File: src/rtl/usart_regif_pkg.sv
// Shared constants and types for the serial port register file.
// Assumes a 32-bit data bus and word-aligned byte offsets.
package usart_regif_pkg;

    localparam int ADDR_W = 6;
    localparam int DATA_W = 32;
    localparam int BYTE_W = 8;
    localparam int DR_W   = 10;

    localparam logic [ADDR_W-1:0] OFF_STS = 6'h00;
    localparam logic [ADDR_W-1:0] OFF_DAT = 6'h04;
    localparam logic [ADDR_W-1:0] OFF_BRR = 6'h08;
    localparam logic [ADDR_W-1:0] OFF_C1  = 6'h0C;
    localparam logic [ADDR_W-1:0] OFF_C2  = 6'h10;
    localparam logic [ADDR_W-1:0] OFF_C3  = 6'h14;
    localparam logic [ADDR_W-1:0] OFF_GTP = 6'h18;

    // status bit positions
    localparam int SR_TXE  = 7;
    localparam int SR_TC   = 6;
    localparam int SR_RXNE = 5;
    // control-1 bit positions
    localparam int C1_EN   = 13;
    localparam int C1_RXIE = 5;
    localparam int C1_RXEN = 2;

    localparam logic [DATA_W-1:0] SR_RESET    = 32'h00C0_0000;
    localparam logic [DATA_W-1:0] SR_LOAD_MAX = 32'h0000_03FF;
    localparam logic [DATA_W-1:0] TX_LIMIT    = 32'h0000_F000;

    // stored-only configuration words, index order
    typedef enum logic [2:0] {
        CFG_BRR = 3'd0,
        CFG_C1  = 3'd1,
        CFG_C2  = 3'd2,
        CFG_C3  = 3'd3,
        CFG_GTP = 3'd4
    } cfg_idx_e;
    localparam int N_CFG = 5;

    typedef struct packed {
        logic             sts;
        logic             dat;
        logic [N_CFG-1:0] cfg;
    } regsel_t;

endpackage

File: src/rtl/usart_regif_dec.sv
// Offset decoder: turns a word-aligned byte offset into one-hot register selects.
// Assumes offsets outside the map select nothing.
module usart_regif_dec
    import usart_regif_pkg::*;
#(
    parameter int AW = ADDR_W
) (
    input  logic [AW-1:0] addr,
    output regsel_t       sel
);

    // map the offset onto at most one register select
    always_comb begin
        sel = '0;
        case (addr)
            AW'(OFF_STS): sel.sts = 1'b1;
            AW'(OFF_DAT): sel.dat = 1'b1;
            AW'(OFF_BRR): sel.cfg[CFG_BRR] = 1'b1;
            AW'(OFF_C1):  sel.cfg[CFG_C1]  = 1'b1;
            AW'(OFF_C2):  sel.cfg[CFG_C2]  = 1'b1;
            AW'(OFF_C3):  sel.cfg[CFG_C3]  = 1'b1;
            AW'(OFF_GTP): sel.cfg[CFG_GTP] = 1'b1;
            default:      sel = '0;
        endcase
    end

endmodule

File: src/rtl/usart_regif_cfg.sv
// Bank of plain read/write configuration words.
// Assumes at most one select bit is high; a write loads the whole word.
module usart_regif_cfg #(
    parameter int DW = 32,
    parameter int N  = 5
) (
    input  logic                 clk,
    input  logic                 rst_n,
    input  logic                 wr_en,
    input  logic [N-1:0]         wr_sel,
    input  logic [DW-1:0]        wdata,
    output logic [N-1:0][DW-1:0] word
);

    for (genvar g = 0; g < N; g++) begin : g_word
        logic [DW-1:0] q;

        // load this word on a selected write, clear on reset
        always_ff @(posedge clk) begin
            if (!rst_n) begin
                q <= '0;
            end else if (wr_en && wr_sel[g]) begin
                q <= wdata;
            end
        end

        assign word[g] = q;
    end

endmodule

File: src/rtl/usart_regif_tx.sv
// Transmit holding stage: presents one byte on a valid/ready stream.
// Assumes load is only raised while no byte is pending.
module usart_regif_tx #(
    parameter int BW = 8
) (
    input  logic          clk,
    input  logic          rst_n,
    input  logic          load,
    input  logic [BW-1:0] byte_in,
    input  logic          ready,
    output logic          valid,
    output logic [BW-1:0] data
);

    // capture a byte on load, release it on the consumer's handshake
    always_ff @(posedge clk) begin
        if (!rst_n) begin
            valid <= 1'b0;
            data  <= '0;
        end else if (load) begin
            valid <= 1'b1;
            data  <= byte_in;
        end else if (valid && ready) begin
            valid <= 1'b0;
        end
    end

endmodule

File: src/rtl/usart_regif_flags.sv
// Status word, received-data word and receive interrupt.
// Assumes at most one bus strobe per cycle. The bus event is applied first and the
// receive event after it, so a byte arriving in the same cycle wins.
module usart_regif_flags
    import usart_regif_pkg::*;
#(
    parameter int DW = DATA_W,
    parameter int BW = BYTE_W,
    parameter int RW = DR_W
) (
    input  logic          clk,
    input  logic          rst_n,
    input  logic          rd_sts,
    input  logic          rd_dat,
    input  logic          wr_sts,
    input  logic          wr_c1,
    input  logic [DW-1:0] wdata,
    input  logic          tx_load,
    input  logic          rx_fire,
    input  logic [BW-1:0] rx_byte,
    input  logic          rx_en,
    input  logic          ie_cur,
    output logic [DW-1:0] sr_q,
    output logic [RW-1:0] dr_q,
    output logic          irq_q
);

    logic [DW-1:0] sr_n;
    logic [RW-1:0] dr_n;
    logic          irq_n;
    logic          ie_new;

    assign ie_new = wdata[C1_RXIE];

    // next-state of flags, data word and interrupt from this cycle's events
    always_comb begin
        sr_n  = sr_q;
        dr_n  = dr_q;
        irq_n = irq_q;
        if (rd_sts) begin
            sr_n[SR_TC] = 1'b0;
        end
        if (rd_dat) begin
            sr_n[SR_TXE]  = 1'b1;
            sr_n[SR_RXNE] = 1'b0;
            irq_n         = 1'b0;
        end
        if (wr_sts) begin
            if (wdata <= DW'(SR_LOAD_MAX)) begin
                sr_n = wdata;
            end else begin
                sr_n = sr_n & wdata;
            end
            if (!sr_n[SR_RXNE]) begin
                irq_n = 1'b0;
            end
        end
        if (tx_load) begin
            sr_n[SR_TC]  = 1'b1;
            sr_n[SR_TXE] = 1'b0;
        end
        if (wr_c1 && ie_new && sr_n[SR_RXNE]) begin
            irq_n = 1'b1;
        end
        if (rx_fire) begin
            dr_n = RW'(rx_byte);
            if (rx_en) begin
                sr_n[SR_RXNE] = 1'b1;
                if (ie_cur) begin
                    irq_n = 1'b1;
                end
            end
        end
    end

    // register the flag state
    always_ff @(posedge clk) begin
        if (!rst_n) begin
            sr_q  <= DW'(SR_RESET);
            dr_q  <= '0;
            irq_q <= 1'b0;
        end else begin
            sr_q  <= sr_n;
            dr_q  <= dr_n;
            irq_q <= irq_n;
        end
    end

endmodule

File: src/rtl/usart_regif.sv
// Serial port register file: bus decode, flags, config words and byte streams.
// Assumes single-cycle strobes, never a read and a write in the same cycle,
// and registered read data one cycle after the strobe.
module usart_regif
    import usart_regif_pkg::*;
#(
    parameter int AW = ADDR_W,
    parameter int DW = DATA_W,
    parameter int BW = BYTE_W
) (
    input  logic          clk,
    input  logic          rst_n,
    input  logic          bus_rd,
    input  logic          bus_wr,
    input  logic [AW-1:0] bus_addr,
    input  logic [DW-1:0] bus_wdata,
    output logic [DW-1:0] bus_rdata,
    output logic [BW-1:0] tx_data,
    output logic          tx_valid,
    input  logic          tx_ready,
    input  logic [BW-1:0] rx_data,
    input  logic          rx_valid,
    output logic          rx_ready,
    output logic          irq
);

    localparam int RW = DR_W;

    regsel_t                     sel;
    logic [N_CFG-1:0][DW-1:0]    cfg_word;
    logic [DW-1:0]               ctrl1;
    logic [DW-1:0]               sr_q;
    logic [RW-1:0]               dr_q;
    logic                        tx_load;
    logic                        rx_fire;
    logic [DW-1:0]               rd_val;

    usart_regif_dec #(.AW(AW)) u_dec (
        .addr (bus_addr),
        .sel  (sel)
    );

    usart_regif_cfg #(.DW(DW), .N(N_CFG)) u_cfg (
        .clk    (clk),
        .rst_n  (rst_n),
        .wr_en  (bus_wr),
        .wr_sel (sel.cfg),
        .wdata  (bus_wdata),
        .word   (cfg_word)
    );

    assign ctrl1    = cfg_word[CFG_C1];
    assign tx_load  = bus_wr && sel.dat && (bus_wdata < DW'(TX_LIMIT)) && !tx_valid;
    assign rx_ready = !sr_q[SR_RXNE];
    assign rx_fire  = rx_valid && rx_ready;

    usart_regif_tx #(.BW(BW)) u_tx (
        .clk     (clk),
        .rst_n   (rst_n),
        .load    (tx_load),
        .byte_in (bus_wdata[BW-1:0]),
        .ready   (tx_ready),
        .valid   (tx_valid),
        .data    (tx_data)
    );

    usart_regif_flags #(.DW(DW), .BW(BW), .RW(RW)) u_flags (
        .clk     (clk),
        .rst_n   (rst_n),
        .rd_sts  (bus_rd && sel.sts),
        .rd_dat  (bus_rd && sel.dat),
        .wr_sts  (bus_wr && sel.sts),
        .wr_c1   (bus_wr && sel.cfg[CFG_C1]),
        .wdata   (bus_wdata),
        .tx_load (tx_load),
        .rx_fire (rx_fire),
        .rx_byte (rx_data),
        .rx_en   (ctrl1[C1_EN] && ctrl1[C1_RXEN]),
        .ie_cur  (ctrl1[C1_RXIE]),
        .sr_q    (sr_q),
        .dr_q    (dr_q),
        .irq_q   (irq)
    );

    // select the addressed word; unmapped offsets give zero
    always_comb begin
        rd_val = '0;
        if (sel.sts) rd_val = sr_q;
        if (sel.dat) rd_val = DW'(dr_q);
        for (int i = 0; i < N_CFG; i++) begin
            if (sel.cfg[i]) rd_val = cfg_word[i];
        end
    end

    // register read data on each read strobe
    always_ff @(posedge clk) begin
        if (!rst_n) begin
            bus_rdata <= '0;
        end else if (bus_rd) begin
            bus_rdata <= rd_val;
        end
    end

endmodule

File: config.mk
export PLATFORM = sky130hd
export DESIGN_NAME = usart_regif
export DESIGN_NICKNAME = d
export VERILOG_FILES = /design/src/rtl/usart_regif_pkg.sv /design/src/rtl/usart_regif_dec.sv /design/src/rtl/usart_regif_cfg.sv /design/src/rtl/usart_regif_tx.sv /design/src/rtl/usart_regif_flags.sv /design/src/rtl/usart_regif.sv
export SDC_FILE = /design/constraint.sdc
export NUM_CORES = 1
export LEC_CHECK = 0
export ABC_CLOCK_PERIOD_IN_PS = 1700
export BUFFER_PORTS_ARGS = -buffer_cell sky130_fd_sc_hd__clkbuf_2
export CAP_MARGIN = 10
export CORE_ASPECT_RATIO = 1.75
export CORE_MARGIN = 2
export CORE_UTILIZATION = 53
export DETAILED_ROUTE_END_ITERATION = 16
export PLACE_DENSITY = 0.82
export SYNTH_ARGS = -nofsm -noshare
export SYNTH_HDL_FRONTEND = slang
export SYNTH_SLANG_ARGS = --single-unit
File: constraint.sdc
create_clock -name clk -period 1.7 [get_ports clk]
set_input_delay 0 -clock clk [delete_from_list [all_inputs] [get_ports clk]]
set_output_delay 0 -clock clk [all_outputs]
set_load 0.03 [all_outputs]
# [After elaboration in Yosys (flattened, before gate mapping)]
# Cells that the tools add are included.
[op_classes] n_reduce_logical=21 muxes=32 n_bitwise=2 order_cmp=2 n_eq_ne=6
[op_table] operator="$mux W32" count=9
[op_table] operator="$and A32 B32 Y32" count=1
[op_table] operator="$le A32 B10 Y1 const B" count=1
[op_table] operator="$lt A32 B16 Y1 const B" count=1
[op_table] operator="$mux W1" count=22
[op_table] operator="$eq A6 B5 Y1 const B" count=3
[op_table] operator="$logic_and A1 B1 Y1" count=16
[op_table] operator="$eq A6 B4 Y1 const B" count=2
[op_table] operator="$mux W8" count=1
[op_table] operator="$eq A6 B3 Y1 const B" count=1
[op_table] operator="$logic_not A6 Y1" count=1
[op_table] operator="$logic_not A1 Y1" count=2
[op_table] operator="$reduce_bool A2 Y1" count=1
[op_table] operator="$reduce_or A2 Y1" count=1
[op_table] operator="$not A1 Y1" count=1
[totals] reg_bits=242 output_inout_bits=43 input_bits=52

# [Logic depth before layout (Yosys ltp)]
# Gate-level depths: netlist of run 1.
[logic_depth] ltp_word=13 mapped_depth=7

# [By module]
# A second synthesis of run 1 with hierarchy kept.
[hier_totals] hier_cells=1066 hier_area_um2=10455.0
[by_module_without_submodules] mod="usart_regif_cfg" n_inst=1 seq_area_each_um2=3203.1 area_each_um2=5831.8 cells_each=554
[by_module_without_submodules] mod="usart_regif" n_inst=1 seq_area_each_um2=640.6 area_each_um2=2665.1 cells_each=339
[by_module_without_submodules] mod="usart_regif_flags" n_inst=1 seq_area_each_um2=820.8 area_each_um2=1540.2 cells_each=134
[by_module_without_submodules] mod="usart_regif_tx" n_inst=1 seq_area_each_um2=180.2 area_each_um2=335.3 cells_each=28
[by_module_without_submodules] mod="usart_regif_dec" n_inst=1 seq_area_each_um2=0.0 area_each_um2=82.6 cells_each=11

# [Worst setup path after synthesis of run 1]
# No wires, ideal clock.
[synth_timing] kind="input to register" startpoint="in bus_wdata[13]" endpoint="reg u_flags.sr_q[11]" required_time_ps=1640 t_arrival_ps=1499 cell_stages=7 setup_time_ps=60 slack_ps=141 path_cell_list="buf_2 or4_1 nor3_2 and3_1 buf_6 buf_12 o221a_1"
[synth_between] elab_chain_cells=3
[synth_rtl] item="start, declared" line_no="usart_regif.sv:16" rtl="input logic [DW-1:0] bus_wdata,"
[synth_rtl] item="$le A32 B10 Y1" line_no="usart_regif_flags.sv:49" rtl="if (wdata <= DW'(SR_LOAD_MAX)) begin"
[synth_rtl] item="$mux W32" line_no="usart_regif_flags.sv:49"
[synth_rtl] item="$mux W32" line_no="usart_regif_flags.sv:48" rtl="if (wr_sts) begin"
[synth_rtl] item="end signal, assigned" line_no="usart_regif_flags.sv:79" rtl="sr_q <= DW'(SR_RESET);"
[synth_rtl] item="end signal, assigned" line_no="usart_regif_flags.sv:83" rtl="sr_q <= sr_n;"
[synth_rtl] item="end, declared" line_no="usart_regif_flags.sv:23" rtl="output logic [DW-1:0] sr_q,"
# No other way between the ends. The select of a mux whose other input is x is not followed.
# A chain may end at the register's enable or synchronous reset.

# [Final worst setup path of run 1]
[layout_timing] startpoint="in bus_wdata[27]" endpoint="reg u_flags.sr_q[5]"
[layout_between] elab_chain_cells=6
[layout_rtl] item="$le A32 B10 Y1 *" line_no="usart_regif_flags.sv:49"
[layout_rtl] item="$mux W32 *" line_no="usart_regif_flags.sv:49"
[layout_rtl] item="$mux W32 *" line_no="usart_regif_flags.sv:48"
[layout_rtl] item="$mux W8 *" line_no="usart_regif_flags.sv:48"
[layout_rtl] item="$mux W1" line_no="usart_regif_flags.sv:67" rtl="if (rx_en) begin"
[layout_rtl] item="$mux W1 *" line_no="usart_regif_flags.sv:65" rtl="if (rx_fire) begin"
# Every way passes the cells marked *; elsewhere a longest branch is shown, timed or not. The select of a mux whose other input is x is not followed.

==> flow_summary.toml, run 1 <==
[place]
dp_slack_ns = -0.0320
routabilityCongestion = 0.917
dp.final_hpwl_um = 20000
place_area_mm2 = 0.0110
io_buffers = 94

[global_route]
grt_pass1_vias = 9677
grt.overflow.total = 0
grt_max_degree = 64
grt_pass1_wl_um = 49100
grt_use_total = 0.313
antenna_found_initial = 0

[timing]
tns_ns = 0
worst_slack_ns = 0.0588
clock.fmax_ghz = 0.609
worst_pin_slew_ns = 0.618
setup_violations = 0
skew_ns = 0.00810
finalWorstPathRequiredPeriod_ns = 1.64
hold_viol = 1
period_share = 0.965
rsz0062_at_grt = "true"
hold-worst-slack_ns = -0.0247
drv_slew = 0
relSlewSlack = 0.587

[layout]
antenna_cells = 0
final_area_mm2 = 0.0122
syn_to_final_growth_pct = 22.1
fill_cells = 1500
fin_nets = 1410
drive_gt1_frac = 0.180

[drt]
drt_iter0_drc = 734
wire_per_inst_um = 19.6
vias_per_cell = 6.10
dr.pass1.iters = 6
postRouteAntennaNets = 0
drc = 0
wl_um = 31400
vias = 9812

[synth]
ys_async_sr_fraction = 0
synth_cell_types = 47
yosysMostFrequentCell = "nand2_1"
synth.area.top_cells = "dfxtp_1, nand2_1, a21oi_1"
synth_top_cell_area_share = 0.487
synth.largest_area_cell = "dfxtp_1"
synth_edf_count = 0
synth_fp_nets = 1275
synth_seq_cells = 242
synth_area_per_cell_um2 = 8.14
ys_warn_count = 0
yosys-top-cells-count = "nand2_1, dfxtp_1, a21oi_1"
synth_flop_cell = "dfxtp_1"
ys_seq_area_frac = 0.487
synth_area_mm2 = 0.00995
syn_inst = 1223

[worst_hold_path]
hp-class = "input pin to register"
holdPathStages = 4

[critical_path]
worstSetupPathType = "input pin to register"
rr_worst_depth = 5
startpoint_type = "input pin"
required_ns = 2.11
arrival_ns = 2.05
cp-end-kind = "register"
critPathMaxFanout = 13

[pwr]
power.internal_mw = 8.74
p_sw_mw = 2.67
power.leakage_nw = 4.37
power_density_mw_per_mm2 = 939
power_mw = 11.4
switching_share = 0.234
power_frac_clock = 0.421
combinationalPowerShare = 0.074
max-vdd-ir-drop_uv = 850
p_seq_frac = 0.504

[floorplan]
start_util = 0.538
coreArea_mm2 = 0.0185
die-area_mm2 = 0.0199
die_x_um = 108
dieHeight_um = 185
rows = 66
io_pins = 95

[outcome]
status = "finished, violations left"
violations = "negative hold slack"

[clocking]
clk_pin_slew_ns = 0.06
clock-sinks = 242
clk_latency_ns = 0.51
cts_tree = "yes"
cts_buffers = 22
htreeDepth = 1
clk_path_buf_depth = 3
clockRootBuffer = "clkbuf_16"

[flow_run]
max-cap-violations = 0
==> through the flow <==
stage,instances,util
3_5_place_dp,1524,0.594
2_1_floorplan,1223,-
6_report,1608,0.657
3_3_place_gp,1524,0.594
5_1_grt,1608,0.657
4_1_cts,1608,0.657
==> cell usage in the layout (no fill, tap or decap), drive strengths merged, types with 26 or more instances in the layout <==
master       Yosys  routed
clkbuf          82     123
buf             29      80
a21oi          176     176
o21ai           44      44
dlygate4sd3      0      48
a221oi          26      26
nand2          374     374
dfxtp          242     242
a31oi           38      38
o221a           27      27
==> worst max-delay path, cell delays in order <==
cell and delay (ns):
dlygate4sd3_1 0.54, clkbuf_2 0.17, nor4_1 0.24, buf_4 0.17, and4_1 0.32, buf_4 0.25
a31oi_1 0.10, o21ai_0 0.25
==> cell families (layout without fill, tap and decap cells) <==
kind of cell	Yosys count	in the layout	share of synthesized area
compound gates	368	368	0.231
simple gates	466	466	0.196
mux	31	31	0.0342
flops	242	242	0.487
buf+inv	116	263	0.0515
==> cell type report <==
cell class	instances	area [um2]	share of cell area
flip-flops and latches	242	4840	0.399
multi-input cells	865	4610	0.379
repair buffers	222	1700	0.140
clock buffers	29	618	0.0508
well taps	238	298	0.0245
clock inverters	7	63.8	0.00525
inverters	5	21.3	0.00175
==> registers in the layout (all words and copies together), names as in the netlist <==
signal / cells
u_tx.valid: 1
u_flags.dr_q: 8
u_tx.data: 8
bus_rdata: 32
u_flags.irq_q: 1
u_cfg.g_word.q: 160
u_flags.sr_q: 32
==> power groups by stage <==
stage | Clock [mW] | Combinational [mW] | Sequential [mW]
6_report | 4.81 | 0.849 | 5.76
4_1_cts | 4.84 | 0.827 | 5.76
5_1_grt | 5.04 | 0.901 | 5.76
3_3_place_gp | 0 | 0.726 | 5.88
3_5_place_dp | 0 | 0.735 | 5.88
2_1_floorplan | 0 | 0.326 | 5.93
==> path summary, 6_finish.rpt <==
check	end	start	slack, ns
min reg2reg	u_cfg.g_word[3].q[3]	u_cfg.g_word[3].q[3]	0.45
max reg2reg	u_flags.dr_q[1]	u_flags.sr_q[5]	0.07
max	u_flags.sr_q[5]	bus_wdata[27]	0.06
min	u_flags.dr_q[7]	rx_valid	-0.02
==> timing repair <==
| item | 4_1_cts | 5_1_grt |
|---|---|---|
| hold buffers | 48 | 0 |
| resized for setup | 0 | 3 |
| setup endpoints to repair | 0 | 15 |
| setup buffers | 0 | 0 |
| hold endpoints to repair | 200 | 0 |
==> layer usage <==
layer  wire length, um  vias to the layer above  GRT usage
met5                 0                        -          0
met4              2010                        0      0.200
met3              2290                      149     0.0338
met2             16100                      509      0.564
met1             11000                     4605      0.342
li1                  -                     4549          -
Power figures use the tool's default switching activity.
==> run 2: changes to the inputs <==
- CORE_UTILIZATION: 53 -> 35
- PLACE_DENSITY: 0.82 -> 0.61
==> flow_summary.toml, run 2 (synthesized netlist as in run 1, its figures left out) <==
[clocking]
htreeDepth = 1
cts_buffers = 22
clk_pin_slew_ns = 0.07
clockRootBuffer = "clkbuf_16"
clk_path_buf_depth = 3
clock-sinks = 242
cts_tree = "yes"
clk_latency_ns = 0.52

[flow_run]
max-cap-violations = 0

[pwr]
max-vdd-ir-drop_uv = 637
power_density_mw_per_mm2 = 962
power_mw = 12.0
power.leakage_nw = 4.46

[floorplan]
io_pins = 95
rows = 81
dieHeight_um = 227
die-area_mm2 = 0.0299
start_util = 0.356
coreArea_mm2 = 0.0280
die_x_um = 131

[critical_path]
arrival_ns = 2.12
startpoint_type = "input pin"
cp-startpoint = "bus_wdata[17]"
critPathMaxFanout = 12
worst_path_max_delay_cell = "dlygate4sd3_1"
cp-end-kind = "register"
worstSetupPathType = "input pin to register"
crit_chain = "dlygate4sd3_1 > clkbuf_2 > nor4_1 > and4_1 > and3_1 > buf_4 > o221a_2"
required_ns = 2.17
reg2reg_from = "u_flags.sr_q[5]"
slowest_delay_ns = 0.53

[place]
routabilityCongestion = 0.893
dp_slack_ns = -0.0611
io_buffers = 94
placed_cells = 1661
place_area_mm2 = 0.0112
dp.final_hpwl_um = 22300

[drt]
dr.pass1.iters = 5
wire_per_inst_um = 19.2
drc = 0
vias_per_cell = 5.44
wl_um = 33700
drt_iter0_drc = 594
vias = 9512
postRouteAntennaNets = 0

[timing]
hold_viol = 0
finalWorstPathRequiredPeriod_ns = 1.65
clock.fmax_ghz = 0.607
worst_pin_slew_ns = 0.680
setup_violations = 0
drv_slew = 0
relSlewSlack = 0.546
tns_ns = 0
hold-worst-slack_ns = 0.0587
worst_slack_ns = 0.0538
period_share = 0.968
skew_ns = 0.0148

[layout]
final_util = 0.447
layout_commonest_cell = "nand2_1"
fin_cells = 1750
final_area_mm2 = 0.0125
drive_gt1_frac = 0.185
largest_register_ffs = 160
regMostFlops = "u_cfg.g_word.q"
syn_to_final_growth_pct = 25.7
antenna_cells = 0
fin_nets = 1414
final_cell_mix = "nand2_1, dfxtp_1, a21oi_1"
reg_top3 = "u_cfg.g_word.q (160), bus_rdata (32), u_flags.sr_q (32)"

[global_route]
grt_pass1_wl_um = 52900
grt_use_total = 0.224
grt.overflow.total = 0
grt_max_degree = 51
antenna_found_initial = 0
grt_pass1_vias = 9412

[worst_hold_path]
hp-start = "bus_rd"
hp-class = "input pin to register"

[outcome]
status = "completed"
==> run 2: what timing repair did <==
item                                    CTS  global route
endpoints found under the setup margin    0            26
setup buffers                             0             0
hold buffers                             50             0
gates resized for setup                   0             4
hold endpoints to repair                206             0
==> run 2: power by group <==
| part | switching, mW | internal (mW) | total, mW |
|---|---|---|---|
| Clock | 2.26 | 3.15 | 5.41 |
| Sequential | 0.0337 | 5.72 | 5.76 |
| Combinational | 0.545 | 0.323 | 0.869 |
| Total | 2.84 | 9.20 | 12.0 |
==> run 2: area by class of cell <==
type,count,area [um2]
fillers,2829,15500
multi-input cells,865,4620
inverters,5,21.3
flip-flops and latches,242,4840
clock buffers,29,648
repair buffers,226,1770
clock inverters,10,134
well taps,373,467
==> run 2: worst paths after layout <==
check | end | slack, ns | cells after the start
max reg2reg | u_flags.dr_q[2] | 0.11 | 5
max | u_flags.sr_q[3] | 0.05 | 7
min | bus_rdata[1] | 0.06 | 4
min reg2reg | u_cfg.g_word[0].q[19] | 0.45 | 2
==> run 2: metal layers <==
metal	up-vias	share of wire	global-route usage	routed length [um]
li1	4553	-	-	-
met1	4525	0.38	0.247	12600
met2	349	0.53	0.424	17800
met3	85	0.052	0.0223	1740
met4	0	0.044	0.117	1500
met5	-	0	0	0
==> run 2: worst max-delay path, delay by kind of cell <==
kind	cells	cell delay, ns
buf+inv	3	0.97
simple gates	3	0.92
compound gates	1	0.22
==> run 3: changes to the inputs <==
- RECOVER_POWER: default -> 25
==> flow_summary.toml, run 3 (synthesized netlist as in run 1, its figures left out) <==
[outcome]
status = "completed"

[critical_path]
path_delay_family = "buffers and inverters"
worst_path_max_delay_cell = "dlygate4sd3_1"
worstSetupPathType = "input pin to register"
crit_top_cell = "buf_4"
worst-path-buf-inv = 4
required_ns = 2.17
slowest_delay_ns = 0.55
crit_chain = "dlygate4sd3_1 > clkbuf_2 > nor4_4 > buf_4 > and4_1 > and3_1 > buf_4 > o221a_2"
cp-end-kind = "register"
arrival_ns = 2.10
startpoint_type = "input pin"
critPathMaxFanout = 12

[floorplan]
dieHeight_um = 227
rows = 81
coreArea_mm2 = 0.0280
die-area_mm2 = 0.0299
die_x_um = 131
start_util = 0.356
io_pins = 95

[place]
dp.final_hpwl_um = 22300
routabilityCongestion = 0.893
place_area_mm2 = 0.0112
io_buffers = 94
dp_slack_ns = -0.0611

[timing]
worst_pin_slew_ns = 0.790
setup_violations = 0
relSlewSlack = 0.474
drv_slew = 0
skew_ns = 0.0141
worst_slack_ns = 0.0690
clock.fmax_ghz = 0.613
finalWorstPathRequiredPeriod_ns = 1.63
period_share = 0.959
hold_viol = 0

[global_route]
grt_max_degree = 51
grt_use_total = 0.224
grt_pass1_wl_um = 52900
antenna_found_initial = 0
grt_pass1_vias = 9412
grt.overflow.total = 0

[layout]
final_area_mm2 = 0.0124
reg_top3 = "u_cfg.g_word.q (160), bus_rdata (32), u_flags.sr_q (32)"
antenna_cells = 0
syn_to_final_growth_pct = 24.9
regMostFlops = "u_cfg.g_word.q"
largest_register_ffs = 160
drive_gt1_frac = 0.182
final_cell_mix = "nand2_1, dfxtp_1, a21oi_1"
layout_commonest_cell = "nand2_1"
fill_cells = 2841
final_util = 0.445
fin_nets = 1414

[clocking]
clockRootBuffer = "clkbuf_16"
htreeDepth = 1
clk_pin_slew_ns = 0.07
cts_tree = "yes"
clk_latency_ns = 0.52
clk_path_buf_depth = 3
cts_buffers = 22
cts_setup_buffers = 0
clock-sinks = 242

[drt]
wire_per_inst_um = 19.3
vias_per_cell = 5.43
postRouteAntennaNets = 0
drt_iter0_drc = 647
wl_um = 33700
drc = 0
vias = 9511
dr.pass1.iters = 6

[worst_hold_path]
hp-class = "input pin to register"

[pwr]
max-vdd-ir-drop_uv = 638
switching_share = 0.236
p_seq_frac = 0.479
combinationalPowerShare = 0.072
p_sw_mw = 2.83
power.leakage_nw = 4.43
power_mw = 12.0
power_frac_clock = 0.449
power_density_mw_per_mm2 = 967
power.internal_mw = 9.19

[flow_run]
max-cap-violations = 0
==> run 3: changes by cell type in the layout (fill, tap and decap cells not counted) <==
| cell | before | now |
|---|---|---|
| nor4b_2 | 1 | 0 |
| buf_4 | 67 | 65 |
| clkbuf_2 | 94 | 96 |
| clkbuf_1 | 1 | 5 |
| nor4b_1 | 0 | 1 |
| buf_12 | 15 | 11 |
==> run 3: worst paths after layout <==
kind | startpoint | endpoint | slack, ns | depth (start not counted)
max | bus_wdata[18] | u_flags.sr_q[2] | 0.07 | 8
min | bus_addr[5] | bus_rdata[5] | 0.05 | 5
max reg2reg | u_flags.sr_q[5] | u_flags.dr_q[2] | 0.10 | 5
min reg2reg | u_cfg.g_word[1].q[6] | u_cfg.g_word[1].q[6] | 0.45 | 2
==> run 3: repair_timing <==
action,in CTS,in global routing
hold endpoints to repair,206,0
gates resized for setup,0,4
endpoints found under the setup margin,0,26
hold buffers,50,0
==> run 3: area by class of cell <==
cell class | instances | area [um2] | share of cell area
flip-flops and latches | 242 | 4840 | 0.390
multi-input cells | 865 | 4620 | 0.371
well taps | 373 | 467 | 0.0375
repair buffers | 226 | 1700 | 0.137
clock inverters | 10 | 134 | 0.0108
inverters | 5 | 21.3 | 0.00171
clock buffers | 29 | 648 | 0.0521
==> run 3: per-stage QoR <==
stage                     std cells  hold WS [ns]  setup TNS, ns
final                          1750        0.0478              0
after global routing           1750        0.0935       -0.00120
after CTS                      1750        0.0444              0
after detailed placement       1661         0.232          -1.22
after global placement         1661         0.230         -0.387
after floorplan                1223         0.136              0
==> run 3: power groups by stage <==
stage / clock network [mW] / logic [mW] / registers, mW
2_1_floorplan: 0 / 0.326 / 5.93
3_3_place_gp: 0 / 0.764 / 5.88
3_5_place_dp: 0 / 0.770 / 5.89
4_1_cts: 5.49 / 0.864 / 5.76
5_1_grt: 5.68 / 0.925 / 5.76
6_report: 5.40 / 0.865 / 5.76
==> run 3: layer usage <==
layer  global-route usage  routed length (um)  up-vias
li1                     -                   -     4560
met1                0.247               12700     4531
met2                0.424               17800      331
met3               0.0223                1650       89
met4                0.117                1510        0
met5                    0                   0        -
==> run 3: worst register-to-register path: cells and delay by family, from the launching register on <==
kind / cells / cell delay, ns
compound gates: 1 / 0.13
buf+inv: 2 / 0.77
flops: 1 / 0.35
simple gates: 2 / 0.29
